<file path="config.mk">
export PLATFORM = sky130hd
export DESIGN_NAME = ppc_ctrl
export DESIGN_NICKNAME = d
export VERILOG_FILES = /design/src/rtl/ppc_pkg.sv /design/src/rtl/ppc_sync.sv /design/src/rtl/ppc_pulse_filter.sv /design/src/rtl/ppc_tx_engine.sv /design/src/rtl/ppc_rx_engine.sv /design/src/rtl/ppc_ctrl.sv
export SDC_FILE = /design/constraint.sdc
export NUM_CORES = 1
export LEC_CHECK = 0
export ABC_AREA = 1
export BUFFER_PORTS_ARGS = -buffer_cell sky130_fd_sc_hd__clkbuf_2
export CAP_MARGIN = 10
export CORE_MARGIN = 2
export CORE_UTILIZATION = 60
export CTS_BUF_LIST = sky130_fd_sc_hd__clkbuf_2 sky130_fd_sc_hd__clkbuf_4 sky130_fd_sc_hd__clkbuf_8
export DETAILED_ROUTE_END_ITERATION = 7
export PLACE_DENSITY = 0.83
export SYNTH_ARGS = -nofsm -noshare
export SYNTH_HDL_FRONTEND = slang
export SYNTH_SLANG_ARGS = --single-unit
</file>
<file path="constraint.sdc">
create_clock -name clk -period 2.41 [get_ports clk]
set_input_delay 0.482 -clock clk [delete_from_list [all_inputs] [get_ports clk]]
set_output_delay 0.482 -clock clk [all_outputs]
set_load 0.03 [all_outputs]
</file>
<file path="src/rtl/ppc_pkg.sv">
package ppc_pkg;
  localparam int FIELD_W = 2;
  localparam int ADDR_W  = 2;

  localparam logic [ADDR_W-1:0] A_DATA = 2'd0;
  localparam logic [ADDR_W-1:0] A_CTRL = 2'd1;
  localparam logic [ADDR_W-1:0] A_TIME = 2'd2;
  localparam logic [ADDR_W-1:0] A_STAT = 2'd3;

  typedef struct packed {
    logic afeed;
    logic selin;
    logic init;
    logic dir;
  } ctrl_t;

  typedef struct packed {
    logic [FIELD_W-1:0] hold;
    logic [FIELD_W-1:0] width;
    logic [FIELD_W-1:0] setup;
  } timing_t;

  typedef enum logic [2:0] {TX_IDLE, TX_SETUP, TX_STROBE, TX_HOLD, TX_WAIT} tx_state_e;
  typedef enum logic [1:0] {RX_IDLE, RX_SEEN, RX_ACK} rx_state_e;
endpackage

</file>
<file path="src/rtl/ppc_sync.sv">
module ppc_sync #(
  parameter int W = 1,
  parameter int STAGES = 2,
  parameter logic [W-1:0] RST_VAL = '0
) (
  input  logic         clk,
  input  logic         rst_n,
  input  logic [W-1:0] d_i,
  output logic [W-1:0] q_o
);
  logic [W-1:0] stage_q [STAGES];

  for (genvar i = 0; i < STAGES; i++) begin : g_stage
    if (i == 0) begin : g_first
      always_ff @(posedge clk or negedge rst_n)
        if (!rst_n) stage_q[0] <= RST_VAL;
        else        stage_q[0] <= d_i;
    end else begin : g_next
      always_ff @(posedge clk or negedge rst_n)
        if (!rst_n) stage_q[i] <= RST_VAL;
        else        stage_q[i] <= stage_q[i-1];
    end
  end

  assign q_o = stage_q[STAGES-1];
endmodule

</file>
<file path="src/rtl/ppc_pulse_filter.sv">
module ppc_pulse_filter #(
  parameter int MIN_PULSE = 3
) (
  input  logic clk,
  input  logic rst_n,
  input  logic sig_i,
  output logic level_o
);
  localparam int CW = $clog2(MIN_PULSE + 1);
  localparam logic [CW-1:0] FULL = CW'(MIN_PULSE);
  localparam logic [CW-1:0] ONE  = CW'(1);

  logic [CW-1:0] cnt_q, cnt_d;
  logic level_q;

  always_comb begin
    if (!sig_i)             cnt_d = '0;
    else if (cnt_q == FULL) cnt_d = cnt_q;
    else                    cnt_d = cnt_q + ONE;
  end

  always_ff @(posedge clk or negedge rst_n) begin
    if (!rst_n) begin
      cnt_q   <= '0;
      level_q <= 1'b0;
    end else begin
      cnt_q   <= cnt_d;
      level_q <= (cnt_d == FULL);
    end
  end

  assign level_o = level_q;


  short_pulse_rejected_chk: assert property (@(posedge clk) disable iff (!rst_n)
    $rose(level_q) |-> ($past(sig_i) && $past(sig_i, 2) && $past(sig_i, 3)));
endmodule

</file>
<file path="src/rtl/ppc_tx_engine.sv">
module ppc_tx_engine import ppc_pkg::*; #(
  parameter int MIN_PULSE = 3
) (
  input  logic               clk,
  input  logic               rst_n,
  input  logic               enable_i,
  input  logic               start_i,
  input  logic [FIELD_W-1:0] setup_i,
  input  logic [FIELD_W-1:0] width_i,
  input  logic [FIELD_W-1:0] hold_i,
  input  logic               busy_i,
  input  logic               ack_rise_i,
  output logic               strobe_o,
  output logic               active_o,
  output logic               done_o
);
  localparam int CNT_W = $clog2(MIN_PULSE + (1 << FIELD_W));
  localparam logic [CNT_W-1:0] ONE = CNT_W'(1);
  localparam logic [CNT_W-1:0] BASE = CNT_W'(MIN_PULSE - 1);

  tx_state_e          state_q;
  logic [CNT_W-1:0]   cnt_q;
  logic [FIELD_W-1:0] width_q, hold_q;
  logic               done_q;

  always_ff @(posedge clk or negedge rst_n) begin
    if (!rst_n) begin
      state_q <= TX_IDLE;
      cnt_q   <= '0;
      width_q <= '0;
      hold_q  <= '0;
      done_q  <= 1'b0;
    end else begin
      done_q <= 1'b0;
      if (!enable_i) begin
        state_q <= TX_IDLE;
      end else begin
        unique case (state_q)
          TX_IDLE: if (start_i) begin
            state_q <= TX_SETUP;
            cnt_q   <= CNT_W'(setup_i);
            width_q <= width_i;
            hold_q  <= hold_i;
          end
          TX_SETUP: if (!busy_i) begin
            if (cnt_q == '0) begin
              state_q <= TX_STROBE;
              cnt_q   <= BASE + CNT_W'(width_q);
            end else begin
              cnt_q <= cnt_q - ONE;
            end
          end
          TX_STROBE: begin
            if (cnt_q == '0) begin
              if (hold_q == '0) begin
                state_q <= TX_WAIT;
              end else begin
                state_q <= TX_HOLD;
                cnt_q   <= CNT_W'(hold_q) - ONE;
              end
            end else begin
              cnt_q <= cnt_q - ONE;
            end
          end
          TX_HOLD: begin
            if (cnt_q == '0) state_q <= TX_WAIT;
            else             cnt_q   <= cnt_q - ONE;
          end
          TX_WAIT: if (ack_rise_i) begin
            state_q <= TX_IDLE;
            done_q  <= 1'b1;
          end
          default: state_q <= TX_IDLE;
        endcase
      end
    end
  end

  assign strobe_o = (state_q == TX_STROBE);
  assign active_o = (state_q != TX_IDLE);
  assign done_o   = done_q;


  strobe_min_width_chk: assert property (@(posedge clk) disable iff (!rst_n)
    $fell(strobe_o) |-> ($past(strobe_o, 2) && $past(strobe_o, 3)));


  busy_holds_setup_chk: assert property (@(posedge clk) disable iff (!rst_n)
    (state_q == TX_SETUP && busy_i) |=> !strobe_o);
endmodule

</file>
<file path="src/rtl/ppc_rx_engine.sv">
module ppc_rx_engine import ppc_pkg::*; #(
  parameter int DATA_W = 8,
  parameter int MIN_PULSE = 3
) (
  input  logic               clk,
  input  logic               rst_n,
  input  logic               enable_i,
  input  logic               stb_seen_i,
  input  logic               stb_rise_i,
  input  logic [DATA_W-1:0]  data_i,
  input  logic [FIELD_W-1:0] width_i,
  output logic               busy_o,
  output logic               ack_o,
  output logic [DATA_W-1:0]  data_o,
  output logic               done_o
);
  localparam int CNT_W = $clog2(MIN_PULSE + (1 << FIELD_W));
  localparam logic [CNT_W-1:0] ONE = CNT_W'(1);
  localparam logic [CNT_W-1:0] BASE = CNT_W'(MIN_PULSE - 1);

  rx_state_e         state_q;
  logic [CNT_W-1:0]  cnt_q;
  logic [DATA_W-1:0] cap_q;
  logic              done_q;

  always_ff @(posedge clk or negedge rst_n) begin
    if (!rst_n) begin
      state_q <= RX_IDLE;
      cnt_q   <= '0;
      cap_q   <= '0;
      done_q  <= 1'b0;
    end else begin
      done_q <= 1'b0;
      if (!enable_i) begin
        state_q <= RX_IDLE;
      end else begin
        unique case (state_q)
          RX_IDLE: if (stb_seen_i) state_q <= RX_SEEN;
          RX_SEEN: begin
            if (stb_rise_i) begin
              state_q <= RX_ACK;
              cap_q   <= data_i;
              cnt_q   <= BASE + CNT_W'(width_i);
            end else if (!stb_seen_i) begin
              state_q <= RX_IDLE;
            end
          end
          RX_ACK: begin
            if (cnt_q == '0) begin
              state_q <= RX_IDLE;
              done_q  <= 1'b1;
            end else begin
              cnt_q <= cnt_q - ONE;
            end
          end
          default: state_q <= RX_IDLE;
        endcase
      end
    end
  end

  assign busy_o = (state_q != RX_IDLE);
  assign ack_o  = (state_q == RX_ACK);
  assign data_o = cap_q;
  assign done_o = done_q;


  busy_follows_strobe_chk: assert property (@(posedge clk) disable iff (!rst_n)
    $rose(busy_o) |-> $past(stb_seen_i));


  ack_min_width_chk: assert property (@(posedge clk) disable iff (!rst_n)
    $fell(ack_o) |-> ($past(ack_o, 2) && $past(ack_o, 3)));
endmodule

</file>
<file path="src/rtl/ppc_ctrl.sv">
module ppc_ctrl import ppc_pkg::*; #(
  parameter int DATA_W = 8,
  parameter int MIN_PULSE = 3,
  parameter int SYNC_STAGES = 2
) (
  input  logic              clk,
  input  logic              rst_n,
  input  logic              reg_wr_i,
  input  logic              reg_rd_i,
  input  logic [ADDR_W-1:0] reg_addr_i,
  input  logic [DATA_W-1:0] reg_wdata_i,
  output logic [DATA_W-1:0] reg_rdata_o,
  output logic              irq_o,
  output logic [DATA_W-1:0] pp_data_o,
  input  logic [DATA_W-1:0] pp_data_i,
  output logic              pp_stb_n_o,
  input  logic              pp_stb_n_i,
  output logic              pp_ack_n_o,
  input  logic              pp_ack_n_i,
  output logic              pp_busy_o,
  input  logic              pp_busy_i,
  input  logic              pp_fault_n_i,
  input  logic              pp_select_i,
  input  logic              pp_paper_i,
  output logic              pp_init_o,
  output logic              pp_selin_o,
  output logic              pp_afeed_o,
  output logic              dir_data_o,
  output logic              dir_stb_o,
  output logic              dir_busy_o,
  output logic              dir_ack_o
);
  localparam int NCTL = 6;
  localparam int NFLT = 3;
  localparam int CTRL_W = $bits(ctrl_t);
  localparam int TIME_W = $bits(timing_t);
  localparam logic [NCTL-1:0] CTL_RST = 6'b001011;

  ctrl_t             ctrl_q;
  timing_t           timing_q;
  logic [DATA_W-1:0] tx_hold_q;
  logic              done_q, ovr_q;
  logic [DATA_W-1:0] rdata_q;

  logic [NCTL-1:0]   ctl_s;
  logic [DATA_W-1:0] data_s;
  logic [NFLT-1:0]   act, lvl;
  logic [1:0]        lvl_q, rise;

  logic tx_strobe, tx_active, tx_done;
  logic rx_busy, rx_ack, rx_done;
  logic [DATA_W-1:0] rx_data;
  logic wr_data, start, done_set;
  logic [7:0] status;

  ppc_sync #(.W(NCTL), .STAGES(SYNC_STAGES), .RST_VAL(CTL_RST)) u_sync_ctl (
    .clk(clk), .rst_n(rst_n),
    .d_i({pp_paper_i, pp_select_i, pp_fault_n_i, pp_busy_i, pp_ack_n_i, pp_stb_n_i}),
    .q_o(ctl_s));

  ppc_sync #(.W(DATA_W), .STAGES(SYNC_STAGES), .RST_VAL('0)) u_sync_data (
    .clk(clk), .rst_n(rst_n), .d_i(pp_data_i), .q_o(data_s));

  assign act = {ctl_s[2], ~ctl_s[1], ~ctl_s[0]};

  for (genvar i = 0; i < NFLT; i++) begin : g_flt
    ppc_pulse_filter #(.MIN_PULSE(MIN_PULSE)) u_flt (
      .clk(clk), .rst_n(rst_n), .sig_i(act[i]), .level_o(lvl[i]));
  end

  always_ff @(posedge clk or negedge rst_n)
    if (!rst_n) lvl_q <= '0;
    else        lvl_q <= lvl[1:0];

  assign rise = lvl[1:0] & ~lvl_q;

  assign wr_data = reg_wr_i && (reg_addr_i == A_DATA);
  assign start   = wr_data && !ctrl_q.dir && !tx_active;

  ppc_tx_engine #(.MIN_PULSE(MIN_PULSE)) u_tx (
    .clk(clk), .rst_n(rst_n), .enable_i(!ctrl_q.dir), .start_i(start),
    .setup_i(timing_q.setup), .width_i(timing_q.width), .hold_i(timing_q.hold),
    .busy_i(lvl[2]), .ack_rise_i(rise[1]),
    .strobe_o(tx_strobe), .active_o(tx_active), .done_o(tx_done));

  ppc_rx_engine #(.DATA_W(DATA_W), .MIN_PULSE(MIN_PULSE)) u_rx (
    .clk(clk), .rst_n(rst_n), .enable_i(ctrl_q.dir), .stb_seen_i(act[0]),
    .stb_rise_i(rise[0]), .data_i(data_s), .width_i(timing_q.width),
    .busy_o(rx_busy), .ack_o(rx_ack), .data_o(rx_data), .done_o(rx_done));

  assign done_set = tx_done || rx_done;
  assign status = {ctl_s[5], ctl_s[4], ~ctl_s[3], lvl[2], rx_busy, tx_active, ovr_q, done_q};

  always_ff @(posedge clk or negedge rst_n) begin
    if (!rst_n) begin
      ctrl_q    <= '0;
      timing_q  <= '0;
      tx_hold_q <= '0;
      done_q    <= 1'b0;
      ovr_q     <= 1'b0;
      rdata_q   <= '0;
    end else begin
      if (reg_wr_i) begin
        unique case (reg_addr_i)
          A_DATA: begin
            if (!ctrl_q.dir && tx_active) ovr_q <= 1'b1;
            else                          tx_hold_q <= reg_wdata_i;
          end
          A_CTRL: ctrl_q   <= ctrl_t'(reg_wdata_i[CTRL_W-1:0]);
          A_TIME: timing_q <= timing_t'(reg_wdata_i[TIME_W-1:0]);
          A_STAT: if (reg_wdata_i[1]) ovr_q <= 1'b0;
          default: ;
        endcase
      end
      if (done_set)                                done_q <= 1'b1;
      else if (reg_rd_i && reg_addr_i == A_STAT)   done_q <= 1'b0;
      if (reg_rd_i) begin
        unique case (reg_addr_i)
          A_DATA:  rdata_q <= rx_data;
          A_CTRL:  rdata_q <= DATA_W'(ctrl_q);
          A_TIME:  rdata_q <= DATA_W'(timing_q);
          default: rdata_q <= DATA_W'(status);
        endcase
      end
    end
  end

  assign reg_rdata_o = rdata_q;
  assign irq_o       = done_q;
  assign pp_data_o   = tx_hold_q;
  assign pp_stb_n_o  = ~tx_strobe;
  assign pp_ack_n_o  = ~rx_ack;
  assign pp_busy_o   = rx_busy;
  assign pp_init_o   = ctrl_q.init;
  assign pp_selin_o  = ctrl_q.selin;
  assign pp_afeed_o  = ctrl_q.afeed;
  assign dir_data_o  = ~ctrl_q.dir;
  assign dir_stb_o   = ~ctrl_q.dir;
  assign dir_busy_o  = ctrl_q.dir;
  assign dir_ack_o   = ctrl_q.dir;


  dir_pairs_follow_write_chk: assert property (@(posedge clk) disable iff (!rst_n)
    (reg_wr_i && reg_addr_i == A_CTRL) |=>
      (dir_busy_o == $past(reg_wdata_i[0])) && (dir_stb_o != $past(reg_wdata_i[0])));


  irq_clear_on_read_chk: assert property (@(posedge clk) disable iff (!rst_n)
    (reg_rd_i && reg_addr_i == A_STAT && !done_set) |=> !irq_o);


  overrun_keeps_byte_chk: assert property (@(posedge clk) disable iff (!rst_n)
    (wr_data && !ctrl_q.dir && tx_active) |=> ($stable(pp_data_o) && ovr_q));
endmodule

</file>
# Word level (Yosys, flattened, before mapping)
# Index checks and enable logic that the tools add are counted.
# op_classes
add_sub_neg	8
eq_ne	32
mux	43
bitwise	7
reduce_logical	30
# ops
operator	n
3-bit 2-to-1 mux	16
8-bit one-hot mux with 3 select lines	1
2-bit 2-to-1 mux	11
2-bit == test, second input constant	9
3-bit != test, second input constant	5
3-bit one-hot mux with 5 select lines	1
2-bit != test, second input constant	6
3-bit by 2-bit != test with 1-bit output, second input constant	4
3-bit one-hot mux with 4 select lines	1
3-bit AND reduction	4
6-bit AND reduction	2
1-bit 2-to-1 mux	10
3-bit zero test	3
4-bit AND reduction	2
2-bit nonzero test	4
2-bit by 1-bit adder with 2-bit output, second input constant	3
2-bit by 2-bit adder with 3-bit output, first input constant	2
3-bit by 2-bit == test with 1-bit output, second input constant	2
2-bit zero test	3
2-bit one-hot mux with 3 select lines	1
3-bit one-hot mux with 2 select lines	1
3-bit by 1-bit subtractor with 3-bit output, second input constant	2
1-bit logical AND	5
1-bit inverter	5
14 further kinds	17
# word_totals
regBits	92
input_bits	28

# Longest topological paths before layout
# depth
depth_word	7
ltp_mapped	11
depth_no_buf	11

# By module
# A second synthesis with hierarchy kept.
# unflattened
cells_unflattened	439
area_unflattened_um2	4076.4
# modules_own_cells
mod	n_inst	cells_each	area_per_inst_um2	seq_area_each_um2
ppc_ctrl	1	172	1475.2	750.7
ppc_tx_engine	1	109	792.0	275.3
ppc_rx_engine	1	86	686.9	350.3
ppc_sync at u_sync_data	1	24	460.4	400.4
ppc_sync at u_sync_ctl	1	18	352.8	307.8
ppc_pulse_filter at g_flt[1].u_flt ...	2	10	102.6	75.1
ppc_pulse_filter at g_flt[0].u_flt	1	10	103.8	75.1

# Worst setup path after synthesis
# OpenSTA, ideal clock, no wires.
# synth_timing
path_kind	reg-to-output
startpoint	register ctrl_q, in the netlist dir_ack_o
endpoint	output dir_stb_o
arrival_ps	1263
required_time_ps	1928
path_slack_ps	665
path_stages_with_launch	5
path_buffers	3
path_cell_list	dfrtp_1 > buf_2 > inv_1 > buf_2 > buf_4
# synth_via
elab_chain_cells	1
# synth_lines
element	line	rtl
from (decl)	ppc_ctrl.sv:39	ctrl_t ctrl_q;
from (signal assigned)	ppc_ctrl.sv:109	A_CTRL: ctrl_q <= ctrl_t'(reg_wdata_i[CTRL_W-1:0]);
1-bit inverter (no line)	-	
to (decl)	ppc_ctrl.sv:29	output logic dir_stb_o,
# Every way passes these cells.

# Final worst setup path
# layout_timing
startpoint	register ctrl_q, in the netlist dir_ack_o
endpoint	output dir_data_o
# layout_via
elab_chain_cells	1
# layout_lines
element	line	rtl
1-bit inverter (no line)	-	
to (decl)	ppc_ctrl.sv:28	output logic dir_data_o,
# Every way passes these cells.

==> metrics.cfg <==
[run_status]
status=complete, no violations

[clock_network]
path_clk_slew_ns=0.09
largest_buffer_count_on_any_clock_path=2
tritoncts=yes
htreeDepth=3
clock_sink_count=92
tritoncts.num_buffers=9
cts.hold.buffers_added=0
cts-resized-gates=0
cts_setup_buffers=0
root_buffer=clkbuf_8
insertion_delay_of_the_later_clocked_pin_in_the_worst_skew_pair_ns=0.36

[yosys]
synthCells=383
yosysTopAreaCellShare=0.5809
synth-async-reset-ratio=1.000
post_synth_num_cell_types=35
yosysTopAreaCell=dfrtp_1
synth_enable_flop_cells=0
synth.net_count=417
synth.cell_area_um2=3705
post_synth_most_frequent_cells=90 x nand2_1, 86 x dfrtp_1, 50 x inv_1
synth.top_cells.by_area=dfrtp_1 58%, nand2_1 9.1%, o21ai_0 5.3%
synthMostInstantiatedCell=nand2_1
yosys_warnings=0
synthFlopType=dfrtp_1
postSynthRegisterBits=92
synthesis.area_per_instance_um2=9.673
synth-seq-area-share=0.6234

[timing]
final_setup_violations=0
worst_clock_skew_ns=0.007508
setup_repair_after_global_routing_missed_its_margin=no
slew_violations=0
tns_ns=0
final.min_clock_period_ns=2.037
maxClockFrequency_mhz=490.8
timing_hold_violations_final=0
maxSlewHeadroom=0.6868
post-route-period-util=0.8454
tightestPinTransition_ns=0.4680

[hold_path]
min-delay-path-class=in -> async

[worst_setup_path]
setup_crit_end_kind=output pin
cp_top_family=buffers and inverters
cp.required_ns=1.93
crit_slowest_cell=dfrtp_1
worstPathCellList=inv_1 -> clkbuf_2
crit_arrival_ns=1.56
worst_setup_path_start_kind=register
crit_buf_inv=2
critical_path.max_fanout=12
path_type_of_the_worst_setup_path=reg -> out
timing.critical_path.slowest_cell_delay_ns=0.54

[floorplan]
die-area_um2=6819
floorplan.rows=28
die_width_um=82.58
start_util=0.6221
die_height_um=82.58
io_pins=55
design.core.area_um2=5956

[drt]
detailedRoute.firstPassIterationCount=4
initialDrtViolationCount=254
vias=2754
drt_wl_total_um=7450
avgRoutedWirePerCell_um=14.27
postRouteAntennaNets=0
drt_drc_violations_left=0
viasPerCell=5.276

[place]
hpwl_um=5325
numPortBuffers=54
numPlacedInstances=506
globalplace.congestion=0.9043

[run]
max_cap_viol_count=0

[finish]
drive_gt1_frac=0.2058
layoutNonFillerInstCount=522
final_core_utilization=0.7149
area_occupied_by_registers_um2=2310
multiInputGateArea_um2=1146
num_antenna_cells=0
fillerInstances=447
area.growth.synth_to_final_pct=14.93
total_number_of_nets_in_the_final_design=476

[grt]
grtUsageTotal=0.2495
largest_net_degree_at_the_start_of_global_routing=43
grt_pass1_vias=2623
grt_pass1_wl_um=12410
antenna_violations_before_repair=0
global_route.usage.met1=0.3503
met3_track_demand_over_resource_in_global_routing=0.07826
top_usage_layer=met2
grt.met2_usage=0.3685
global_route_total_overflow=0

[pwr]
leakage_power_total_uw=0.002182
post-layout-total-power_uw=4272
power-per-cell-area_nw_per_um2=1003
ir_worst_vdd_mv=0.8218

[metrics by stage]
stage	worst slack (ns)	area [um^2]	hold slack [ns]
6_report	0.3727	4258	0.03607
4_1_cts	0.3743	4258	0.03795
5_1_grt	0.2772	4258	0.04814
3_5_place_dp	0.7101	4049	0.3347
3_3_place_gp	0.7944	4049	0.3322
2_1_floorplan	0.6652	3705	0.1864
[layer usage]
layer | routed length, um | vias to the layer above
met3 | 514 | 16
met2 | 3528 | 95
met4 | 165 | 0
li1 | - | 1348
met1 | 3241 | 1295
met5 | 0 | -
[sequential cells by signal, indices dropped and copies added (netlist names), 2 cells and up]
signal / count
u_sync_data.q_o: 8
u_rx.state_q: 2
u_rx.cnt_q: 3
u_tx.hold_q: 2
g_flt.u_flt.level_o: 3
g_flt.u_flt.cnt_q: 6
u_rx.data_o: 8
u_sync_data.stage_q: 8
u_tx.width_q: 2
u_tx.state_q: 3
reg_rdata_o: 8
pp_data_o: 8
u_sync_ctl.stage_q: 6
timing_q: 6
u_tx.cnt_q: 3
u_sync_ctl.q_o: 6
lvl_q: 2
[path summary, 6_finish.rpt]
path | from | end | slack, ns | depth (start not counted)
setup / recovery | dir_ack_o | dir_data_o | 0.37 | 2
hold / removal | rst_n | g_flt[2].u_flt.cnt_q[0] | 0.04 | 1
setup reg to reg | dir_ack_o | u_tx.cnt_q[0] | 0.68 | 6
hold reg to reg | u_sync_data.stage_q[8] | u_sync_data.q_o[0] | 0.35 | 0
max in group asynchronous | rst_n | u_sync_ctl.stage_q[7] | 1.69 | 2
min in group clk | pp_stb_n_i | u_sync_ctl.stage_q[6] | 0.20 | 1
[layout make-up]
type,count,area share
Clock inverter,6,0.01675
Clock buffer,10,0.03232
Inverter,53,0.04672
Tap cell,75,0.02204
Timing Repair Buffer,56,0.07053
Sequential cell,92,0.5425
Multi-Input combinational cell,230,0.2692
[where the power goes]
part	switching [uW]	leakage, uW	internal [uW]	total (uW)
clock network	545	0.0000991	514	1060
registers	172	0.00115	1810	1990
logic	838	0.000933	389	1230
[cells in the final DEF (no fill, tap or decap), drive strengths merged]
master	count
o211ai	3
o22a	1
o21bai	1
nand4	4
inv	54
nor3	3
nand3	26
nor4	1
dfrtp	86
bufinv	1
or2	2
a211oi	2
xor2	1
clkbuf	63
clkinvlp	2
nor2	27
o21ai	48
a211o	1
o22ai	2
clkinv	2
dfstp	6
a21oi	9
and2	1
nand2	91
ha	6
buf	3
a31oi	1
[worst reg2reg max path, stage by stage (launching register included)]
cell,delay (ns)
dfrtp_1,0.54
inv_1,0.38
nand3_2,0.14
nand2_1,0.12
nand3_1,0.15
o21ai_0,0.22
nand2_1,0.07
[kinds of logic (layout without fill, tap and decap cells)]
logic type | count (synthesis) | after routing | share of synthesized area
simple gates | 155 | 155 | 0.1837
flops | 92 | 92 | 0.6234
buf+inv | 61 | 125 | 0.06720
compound gates | 68 | 68 | 0.1030
fa+ha+maj | 6 | 6 | 0.02026
xor+xnor | 1 | 1 | 0.002364
(Power assumes the default switching activity.)
